===== config.mk =====
export PLATFORM = sky130hd
export DESIGN_NAME = pt_walker
export DESIGN_NICKNAME = d
export VERILOG_FILES = /design/src/rtl/pt_walker_pkg.sv /design/src/rtl/pw_addr_gen.sv /design/src/rtl/pw_entry_check.sv /design/src/rtl/pw_walk_ctrl.sv /design/src/rtl/pt_walker.sv
export SDC_FILE = /design/constraint.sdc
export NUM_CORES = 1
export LEC_CHECK = 0
export BUFFER_PORTS_ARGS = -buffer_cell sky130_fd_sc_hd__buf_2
export CORE_MARGIN = 1.5
export CORE_UTILIZATION = 45
export CTS_CLUSTER_DIAMETER = 100
export DETAILED_ROUTE_END_ITERATION = 8
export PLACE_DENSITY = 0.74
export SLEW_MARGIN = 25
export SYNTH_ARGS = -nofsm -noshare
export SYNTH_HDL_FRONTEND = slang
export SYNTH_HIERARCHICAL = 1
export SYNTH_SLANG_ARGS = --single-unit

===== constraint.sdc =====
create_clock -name clk -period 1.6 [get_ports clk]
set_input_delay 0.32 -clock clk [delete_from_list [all_inputs] [get_ports clk]]
set_output_delay 0.32 -clock clk [all_outputs]
set_load 0.02 [all_outputs]

===== src/rtl/pt_walker_pkg.sv =====
`timescale 1ns/1ps
package pt_walker_pkg;

    localparam int unsigned ADDR_W   = 32;
    localparam int unsigned IDX_W    = 10;
    localparam int unsigned OFF_W    = 12;
    localparam int unsigned ENT_LG   = 2;
    localparam int unsigned FRAME_W  = ADDR_W - OFF_W;

    localparam int unsigned FLG_PRES = 0;
    localparam int unsigned FLG_WR   = 1;
    localparam int unsigned FLG_USR  = 2;
    localparam int unsigned FLG_ACC  = 5;
    localparam int unsigned FLG_DRT  = 6;

    typedef enum logic [1:0] {
        FLT_NONE    = 2'd0,
        FLT_ABSENT  = 2'd1,
        FLT_WRPROT  = 2'd2,
        FLT_USRPROT = 2'd3
    } fault_e;

    typedef enum logic [2:0] {
        ST_IDLE,
        ST_DIR,
        ST_LEAF,
        ST_WB,
        ST_DONE
    } walk_st_e;

    typedef struct packed {
        logic [ADDR_W-1:0]  vaddr;
        logic               wr;
        logic               usr;
        logic [FRAME_W-1:0] root;
    } walk_req_t;

    function automatic logic [IDX_W-1:0] dir_index(input logic [ADDR_W-1:0] va);
        return va[ADDR_W-1 -: IDX_W];
    endfunction

    function automatic logic [IDX_W-1:0] leaf_index(input logic [ADDR_W-1:0] va);
        return va[OFF_W +: IDX_W];
    endfunction

    function automatic logic [ADDR_W-1:0] slot_addr(input logic [FRAME_W-1:0] frame,
                                                    input logic [IDX_W-1:0] idx);
        return {frame, idx, {ENT_LG{1'b0}}};
    endfunction

    function automatic logic [FRAME_W-1:0] frame_of(input logic [ADDR_W-1:0] ent);
        return ent[ADDR_W-1:OFF_W];
    endfunction

endpackage


===== src/rtl/pw_addr_gen.sv =====
`timescale 1ns/1ps
module pw_addr_gen
    import pt_walker_pkg::*;
(
    input  walk_st_e           st,
    input  logic [FRAME_W-1:0] root,
    input  logic [FRAME_W-1:0] leaf_tbl,
    input  logic [ADDR_W-1:0]  vaddr,
    output logic [ADDR_W-1:0]  addr
);
    always_comb begin
        case (st)
            ST_DIR:  addr = slot_addr(root, dir_index(vaddr));
            default: addr = slot_addr(leaf_tbl, leaf_index(vaddr));
        endcase
    end
endmodule


===== src/rtl/pw_entry_check.sv =====
`timescale 1ns/1ps
module pw_entry_check
    import pt_walker_pkg::*;
(
    input  logic [ADDR_W-1:0] leaf,
    input  logic              dir_wr_ok,
    input  logic              dir_usr_ok,
    input  logic              wr,
    input  logic              usr,
    output fault_e            flt,
    output logic [ADDR_W-1:0] leaf_upd,
    output logic              wb_need
);
    logic eff_wr;
    logic eff_usr;

    always_comb begin
        eff_wr  = dir_wr_ok  & leaf[FLG_WR];
        eff_usr = dir_usr_ok & leaf[FLG_USR];
        if (!leaf[FLG_PRES])
            flt = FLT_ABSENT;
        else if (wr && !eff_wr)
            flt = FLT_WRPROT;
        else if (usr && !eff_usr)
            flt = FLT_USRPROT;
        else
            flt = FLT_NONE;

        leaf_upd          = leaf;
        leaf_upd[FLG_ACC] = 1'b1;
        if (wr)
            leaf_upd[FLG_DRT] = 1'b1;
        wb_need = (flt == FLT_NONE) && (leaf_upd != leaf);
    end
endmodule


===== src/rtl/pw_walk_ctrl.sv =====
`timescale 1ns/1ps
module pw_walk_ctrl
    import pt_walker_pkg::*;
(
    input  logic               clk,
    input  logic               rst,
    input  logic               req_valid,
    input  logic [ADDR_W-1:0]  req_vaddr,
    input  logic               req_write,
    input  logic               req_user,
    input  logic [FRAME_W-1:0] dir_root,
    input  logic               mem_ack,
    input  logic [ADDR_W-1:0]  mem_rdata,
    input  fault_e             chk_flt,
    input  logic [ADDR_W-1:0]  chk_upd,
    input  logic               chk_wb,
    output walk_st_e           st,
    output walk_req_t          rq,
    output logic [FRAME_W-1:0] leaf_tbl,
    output logic               dir_wr_ok,
    output logic               dir_usr_ok,
    output logic [ADDR_W-1:0]  wb_data,
    output fault_e             flt_q,
    output logic [ADDR_W-1:0]  pa_q
);
    always_ff @(posedge clk) begin
        if (rst) begin
            st         <= ST_IDLE;
            rq         <= '0;
            leaf_tbl   <= '0;
            dir_wr_ok  <= 1'b0;
            dir_usr_ok <= 1'b0;
            wb_data    <= '0;
            flt_q      <= FLT_NONE;
            pa_q       <= '0;
        end else begin
            case (st)
                ST_IDLE: begin
                    if (req_valid) begin
                        rq.vaddr <= req_vaddr;
                        rq.wr    <= req_write;
                        rq.usr   <= req_user;
                        rq.root  <= dir_root;
                        st       <= ST_DIR;
                    end
                end
                ST_DIR: begin
                    if (mem_ack) begin
                        leaf_tbl   <= frame_of(mem_rdata);
                        dir_wr_ok  <= mem_rdata[FLG_WR];
                        dir_usr_ok <= mem_rdata[FLG_USR];
                        if (!mem_rdata[FLG_PRES]) begin
                            flt_q <= FLT_ABSENT;
                            pa_q  <= '0;
                            st    <= ST_DONE;
                        end else begin
                            st <= ST_LEAF;
                        end
                    end
                end
                ST_LEAF: begin
                    if (mem_ack) begin
                        wb_data <= chk_upd;
                        flt_q   <= chk_flt;
                        if (chk_flt == FLT_NONE)
                            pa_q <= {frame_of(mem_rdata), rq.vaddr[OFF_W-1:0]};
                        else
                            pa_q <= '0;
                        st <= chk_wb ? ST_WB : ST_DONE;
                    end
                end
                ST_WB: begin
                    if (mem_ack)
                        st <= ST_DONE;
                end
                default: st <= ST_IDLE;
            endcase
        end
    end
endmodule


===== src/rtl/pt_walker.sv =====
`timescale 1ns/1ps
module pt_walker
    import pt_walker_pkg::*;
(
    input  logic               clk,
    input  logic               rst,
    input  logic               req_valid,
    input  logic [ADDR_W-1:0]  req_vaddr,
    input  logic               req_write,
    input  logic               req_user,
    input  logic [FRAME_W-1:0] dir_root,
    output logic               done,
    output logic [1:0]         fault,
    output logic [ADDR_W-1:0]  paddr,
    output logic               mem_req,
    output logic               mem_we,
    output logic [ADDR_W-1:0]  mem_addr,
    output logic [ADDR_W-1:0]  mem_wdata,
    input  logic               mem_ack,
    input  logic [ADDR_W-1:0]  mem_rdata
);
    walk_st_e           st;
    walk_req_t          rq;
    logic [FRAME_W-1:0] leaf_tbl;
    logic               dir_wr_ok;
    logic               dir_usr_ok;
    logic [ADDR_W-1:0]  wb_data;
    fault_e             flt_q;
    logic [ADDR_W-1:0]  pa_q;
    fault_e             chk_flt;
    logic [ADDR_W-1:0]  chk_upd;
    logic               chk_wb;

    pw_walk_ctrl u_ctrl (
        .clk       (clk),
        .rst       (rst),
        .req_valid (req_valid),
        .req_vaddr (req_vaddr),
        .req_write (req_write),
        .req_user  (req_user),
        .dir_root  (dir_root),
        .mem_ack   (mem_ack),
        .mem_rdata (mem_rdata),
        .chk_flt   (chk_flt),
        .chk_upd   (chk_upd),
        .chk_wb    (chk_wb),
        .st        (st),
        .rq        (rq),
        .leaf_tbl  (leaf_tbl),
        .dir_wr_ok (dir_wr_ok),
        .dir_usr_ok(dir_usr_ok),
        .wb_data   (wb_data),
        .flt_q     (flt_q),
        .pa_q      (pa_q)
    );

    pw_entry_check u_check (
        .leaf      (mem_rdata),
        .dir_wr_ok (dir_wr_ok),
        .dir_usr_ok(dir_usr_ok),
        .wr        (rq.wr),
        .usr       (rq.usr),
        .flt       (chk_flt),
        .leaf_upd  (chk_upd),
        .wb_need   (chk_wb)
    );

    pw_addr_gen u_addr (
        .st       (st),
        .root     (rq.root),
        .leaf_tbl (leaf_tbl),
        .vaddr    (rq.vaddr),
        .addr     (mem_addr)
    );

    assign mem_req   = (st == ST_DIR) || (st == ST_LEAF) || (st == ST_WB);
    assign mem_we    = (st == ST_WB);
    assign mem_wdata = wb_data;
    assign done      = (st == ST_DONE);
    assign fault     = flt_q;
    assign paddr     = pa_q;
endmodule


==> impl_metrics.tcl, run 1 <==
set metrics [dict create \
    outcome "finished with violations" \
    violations "setup timing" \
    drv_slew 0 \
    avgSynthCellArea_sq_um 8.40 \
    drt-initial-drc-count 274 \
    worst_path_max_delay_cell "dfxtp_2" \
    r2r.worst_path.cells 5 \
    track_usage_pct 21.6 \
    rrSetupSlack_ns -0.10 \
    synth.distinct_cells 44 \
    cpPeakStageDelay_ns 0.35 \
    hold_viol_final 0 \
    peakVddDrop_mv 0.805 \
    dieHeight_microns 120 \
    port_buffers 188 \
    place_ws_ns -0.0929 \
    gp_congestion 0.826 \
    cts_tree "built" \
    nets 994 \
    setup_violations 109 \
    fp-row-count 42 \
    endpoint_kind "output pin" \
    relSlewSlack_pct 65.2 \
    design.core.area_sq_mm 0.0132 \
    ys_ff_latch 145 \
    required_ns 1.28 \
    detail-route-antenna-nets 0 \
    grt_remaining_overflow 0 \
    clk_latency_ns 0.43 \
    via_per_inst 5.16 \
    dpl.hpwl_microns 10700 \
    clkTransAtPathRegs_ns 0.06 \
    drc 0 \
    startpoint "u_ctrl/st[2]" \
    worstPathArrival_ns 1.79 \
    cts_buffers 17 \
    yosysWarnings 6 \
    grt_pass1_wl_microns 24600 \
    synth.yosys.seq_area_share_pct 47.4 \
    hold_path_class "in -> reg" \
    total_power_w 0.0121 \
    firstDrtPassIters 4 \
    grt_pass1_vias 4955 \
    cpMostUsedCell "buf_6" \
    hold_buffers 0 \
    instances_no_fill 1093 \
    cp-start-kind "flip-flop" \
    layout_common_cells "nand2_1, buf_2, dfxtp_1, a21oi_1, buf_4" \
    io-pin-count 191 \
    dp.cells 1038 \
    drive_gt1_share_pct 41.2 \
    fin_util_pct 65.2 \
    crit_type "reg -> out" \
    area_delta_synth_final_pct 41.0 \
    whs_ns 0.126 \
    synth_edf_count 0 \
    hp-start "req_vaddr[22]" \
    die_w_microns 120 \
    synth_flop_cell "dfxtp_1" \
    fin_crit_sh_pct 132 \
    grt_max_degree 53 \
    path_cells "nor3b_4 -> buf_6 -> clkbuf_16 -> mux2_4 -> buf_6" \
    die_area_sq_mm 0.0143 \
    clock_skew_ns 0.00974 \
    cts.sinks 145 \
    clock.fmax_ghz 0.474 \
    netlist_instances 729 \
    wirelength_microns 17700 \
    path_max_fanout 8 \
    leakagePower_nw 3.83 \
    fin_ws_ns -0.511 \
    start_util_pct 46.3 \
    maxCapViolCount 0 \
    antenna_found_initial 0 \
    diodes 0 \
    grt_setup_unrepaired "yes" \
    async_flop_share_pct 0 \
    routedWlPerCell_microns 16.2 \
    clockBufferDepth 2 \
    p_per_area_mw_per_mm2 1400 \
    worst_slew_pin_slew_ns 0.522 \
    final_common_cell "nand2_1" \
    dr_total_vias 5644 \
    r2r-start "u_ctrl/st[1]" \
    netlist_area_sq_mm 0.00613 \
    h-tree-depth 4 \
    worstHoldPathCells 3 \
    fin_crit_ns 2.11 \
    clockRootBuffer "clkbuf_16" \
]
final cells by class:
| cell class | count | area (sq um) |
|---|---|---|
| clock buffers | 19 | 443 |
| clock inverters | 13 | 151 |
| fillers | 1091 | 4610 |
| inverters | 4 | 15.0 |
| multi-input cells | 495 | 3090 |
| flip-flops and latches | 145 | 2910 |
| well taps | 176 | 220 |
| repair buffers | 241 | 1800 |
sequential cells by signal, indices dropped and copies added, names as in the netlist:
signal,count
u_ctrl/rq,54
u_ctrl/pa_q,32
u_ctrl/wb_data,32
u_ctrl/leaf_tbl,20
u_ctrl/st,3
u_ctrl/flt_q,2
u_ctrl/dir_usr_ok,1
u_ctrl/dir_wr_ok,1
what timing repair did:
| action | CTS | global route |
|---|---|---|
| gates cloned | 0 | 10 |
| pin swaps | 1 | 50 |
| setup buffers | 2 | 12 |
| gates resized for setup | 15 | 162 |
| endpoints found under the setup margin | 129 | 143 |
cells by family after synthesis:
group	synth area share (%)
flip-flops	47.4
other	0.123
AO/OA/AOI/OAI	11.1
buffers and inverters	9.11
AND/OR/NAND/NOR	21.5
multiplexers	10.7
per-layer routing:
layer	share of wire [%]	vias to the layer above	global-route usage, %
met5	0	-	0
met4	2.8	0	8.85
met3	6.5	40	5.70
met2	46	200	33.1
met1	44	2666	29.0
li1	-	2738	-
metrics by stage:
stage	cell area, sq um	TNS, ns
after global routing	8640	-23.33
final	8640	-18.81
after detailed placement	7110	-7.40
after global placement	7110	-3.40
after floorplan	6130	-0.856
after CTS	7760	-17.56
worst paths after layout:
check	to
hold reg to reg	u_ctrl/wb_data[5]
hold / removal	u_ctrl/rq[44]
setup reg to reg	u_ctrl/rq[14]
setup / recovery	mem_addr[24]
report_power, final:
part / switching, W / internal [W]
Combinational: 0.00200 / 0.00187
Sequential: 0.000242 / 0.00396
Clock: 0.00163 / 0.00236
synthesized netlist by cell type (2+ instances only):
master    count  share of area (%)
buf_6         9                1.7
mux2_2       28                5.1
buf_4        36                4.4
and3b_1       2               0.29
and4bb_2      2               0.41
nor3b_2       2               0.41
inv_1         3               0.18
o21ai_0       3               0.25
conb_1        2               0.12
mux2i_1      32                5.2
nor3b_1       2               0.25
nand2_1     248                 15
nor3_1        2               0.16
clkbuf_1     27                1.7
buf_2        14                1.1
a21oi_1     111                9.1
nand3_1      32                2.6
mux2_1        2               0.37
nand2b_1      2               0.20
o21a_1        2               0.25
dfxtp_1     145                 47
worst max-delay path, delay by kind of cell, from the launching register on:
family	cells	cell delay [ns]
simple gates	1	0.20
flops	1	0.35
mux	1	0.32
buf+inv	3	0.48
Power figures use the tool's default switching activity.
==> run 2, diff against run 1 <==
- RECOVER_POWER: unset -> 100
==> impl_metrics.tcl, run 2 (synthesized netlist as in run 1, its figures left out) <==
set metrics [dict create \
    hold_buffers 0 \
    cts_buffers 17 \
    required_ns 1.28 \
    routedWlPerCell_microns 16.3 \
    drc 0 \
    clockBufferDepth 2 \
    hold_end "u_ctrl/rq[44]" \
    track_usage_pct 21.6 \
    clock_skew_ns 0.00908 \
    path_max_fanout 8 \
    p_per_area_mw_per_mm2 1410 \
    dr_total_vias 5668 \
    h-tree-depth 4 \
    violations "setup timing" \
    whs_ns 0.126 \
    dpl.hpwl_microns 10700 \
    port_buffers 188 \
    met3_length_microns 1160 \
    seqCellArea_sq_mm 0.00291 \
    cts.sinks 145 \
    io-pin-count 191 \
    detail-route-antenna-nets 0 \
    hold_viol_final 0 \
    clock.fmax_ghz 0.473 \
    largest_reg_flops 54 \
    multi_input_area_sq_mm 0.00308 \
    fillers 1133 \
    setup_violations 114 \
    maxCapViolCount 0 \
    wirelength_microns 17800 \
    regToRegEndpoint "u_ctrl/rq[14]" \
    cts_tree "built" \
    drive_gt1_share_pct 33.7 \
    drv_slew 0 \
    hold_path_class "in -> reg" \
    met2_length_microns 8230 \
    worst_slew_pin_slew_ns 0.512 \
    fin_setup_tns_ns -17.89 \
    fin_crit_ns 2.12 \
    hp-start "req_vaddr[22]" \
    design.core.area_sq_mm 0.0132 \
    outcome "finished with violations" \
    top_layer "met4" \
    top_regs "u_ctrl/rq: 54 flops, u_ctrl/pa_q: 32 flops, u_ctrl/wb_data: 32 flops" \
    place_ws_ns -0.0929 \
    clk_latency_ns 0.43 \
    total_power_w 0.0120 \
    gp_congestion 0.826 \
    r2r.worst_path.cells 5 \
    area_delta_synth_final_pct 39.2 \
    clkTransAtPathRegs_ns 0.06 \
    grt_remaining_overflow 0 \
    start_util_pct 46.3 \
    cp-start-kind "flip-flop" \
    dp.cells 1038 \
    peakVddDrop_mv 0.804 \
    grt_pass1_wl_microns 24600 \
    drt-initial-drc-count 252 \
    antenna_found_initial 0 \
    crit_type "reg -> out" \
    grt_setup_unrepaired "yes" \
    via_per_inst 5.19 \
    worstPathArrival_ns 1.80 \
    m1WireLength_microns 7950 \
    die_area_sq_mm 0.0143 \
    grt_pass1_vias 4955 \
    instances_no_fill 1093 \
    relSlewSlack_pct 65.0 \
    layout_common_cells "nand2_1, dfxtp_1, buf_2, a21oi_1, clkbuf_1" \
    regMostFlops "u_ctrl/rq" \
    die_w_microns 120 \
    diodes 0 \
    endpoint_kind "output pin" \
    clockRootBuffer "clkbuf_16" \
    final_common_cell "nand2_1" \
    fin_crit_sh_pct 132 \
    rrSetupSlack_ns -0.09 \
    leakagePower_nw 3.54 \
    firstDrtPassIters 5 \
    nets 994 \
    fin_ws_ns -0.515 \
    dieHeight_microns 120 \
    r2r-start "u_ctrl/st[1]" \
    worstHoldPathCells 3 \
    fp-row-count 42 \
    grt_max_degree 53 \
]
[run 2: worst max path at each step]
stage	depth (start not counted)	slack (ns)	start	end
floorplan	6	-0.03	u_ctrl/rq[21]	u_ctrl/pa_q[1]
global placement	7	-0.05	mem_rdata[1]	u_ctrl/pa_q[24]
detailed placement	7	-0.09	mem_rdata[1]	u_ctrl/pa_q[13]
CTS	4	-0.51	u_ctrl/st[1]	mem_addr[20]
global route	5	-0.55	u_ctrl/st[2]	mem_addr[16]
finish	5	-0.52	u_ctrl/st[2]	mem_addr[24]
[run 2: worst max-delay path, stage by stage (launching register included)]
cell       delay (ns)
dfxtp_2          0.35
nor3b_4          0.20
buf_6            0.17
clkbuf_16        0.18
mux2_4           0.32
buf_6            0.13
[run 2: layout make-up]
cell class | instances | area share, %
multi-input combinational | 495 | 36.1
sequential | 145 | 34.1
timing repair buffer | 241 | 20.1
clock buffer | 19 | 5.19
tap | 176 | 2.58
clock inverter | 13 | 1.78
inverter | 4 | 0.176
[run 2: repair_timing]
action | 4_1_cts | 5_1_grt
gates resized for setup | 15 | 162
setup endpoints to repair | 129 | 143
cloned | 0 | 10
pin swaps | 1 | 50
setup buffers | 2 | 12
[run 2: layer usage]
metal	up-vias	GRT usage, %
met4	0	8.85
li1	2736	-
met3	42	5.70
met5	-	0
met2	210	33.1
met1	2680	29.0
[run 2: stage by stage]
step / utilization [%] / cell area (sq um)
floorplan: - / 6130
global placement: 53.7 / 7110
detailed placement: 53.7 / 7110
CTS: 58.6 / 7760
global route: 64.4 / 8530
finish: 64.4 / 8530
[run 2: power by group]
group | switching (W) | internal [W] | total [W]
combinational | 0.00200 | 0.00184 | 0.00384
clock | 0.00163 | 0.00236 | 0.00399
sequential | 0.000243 | 0.00396 | 0.00420
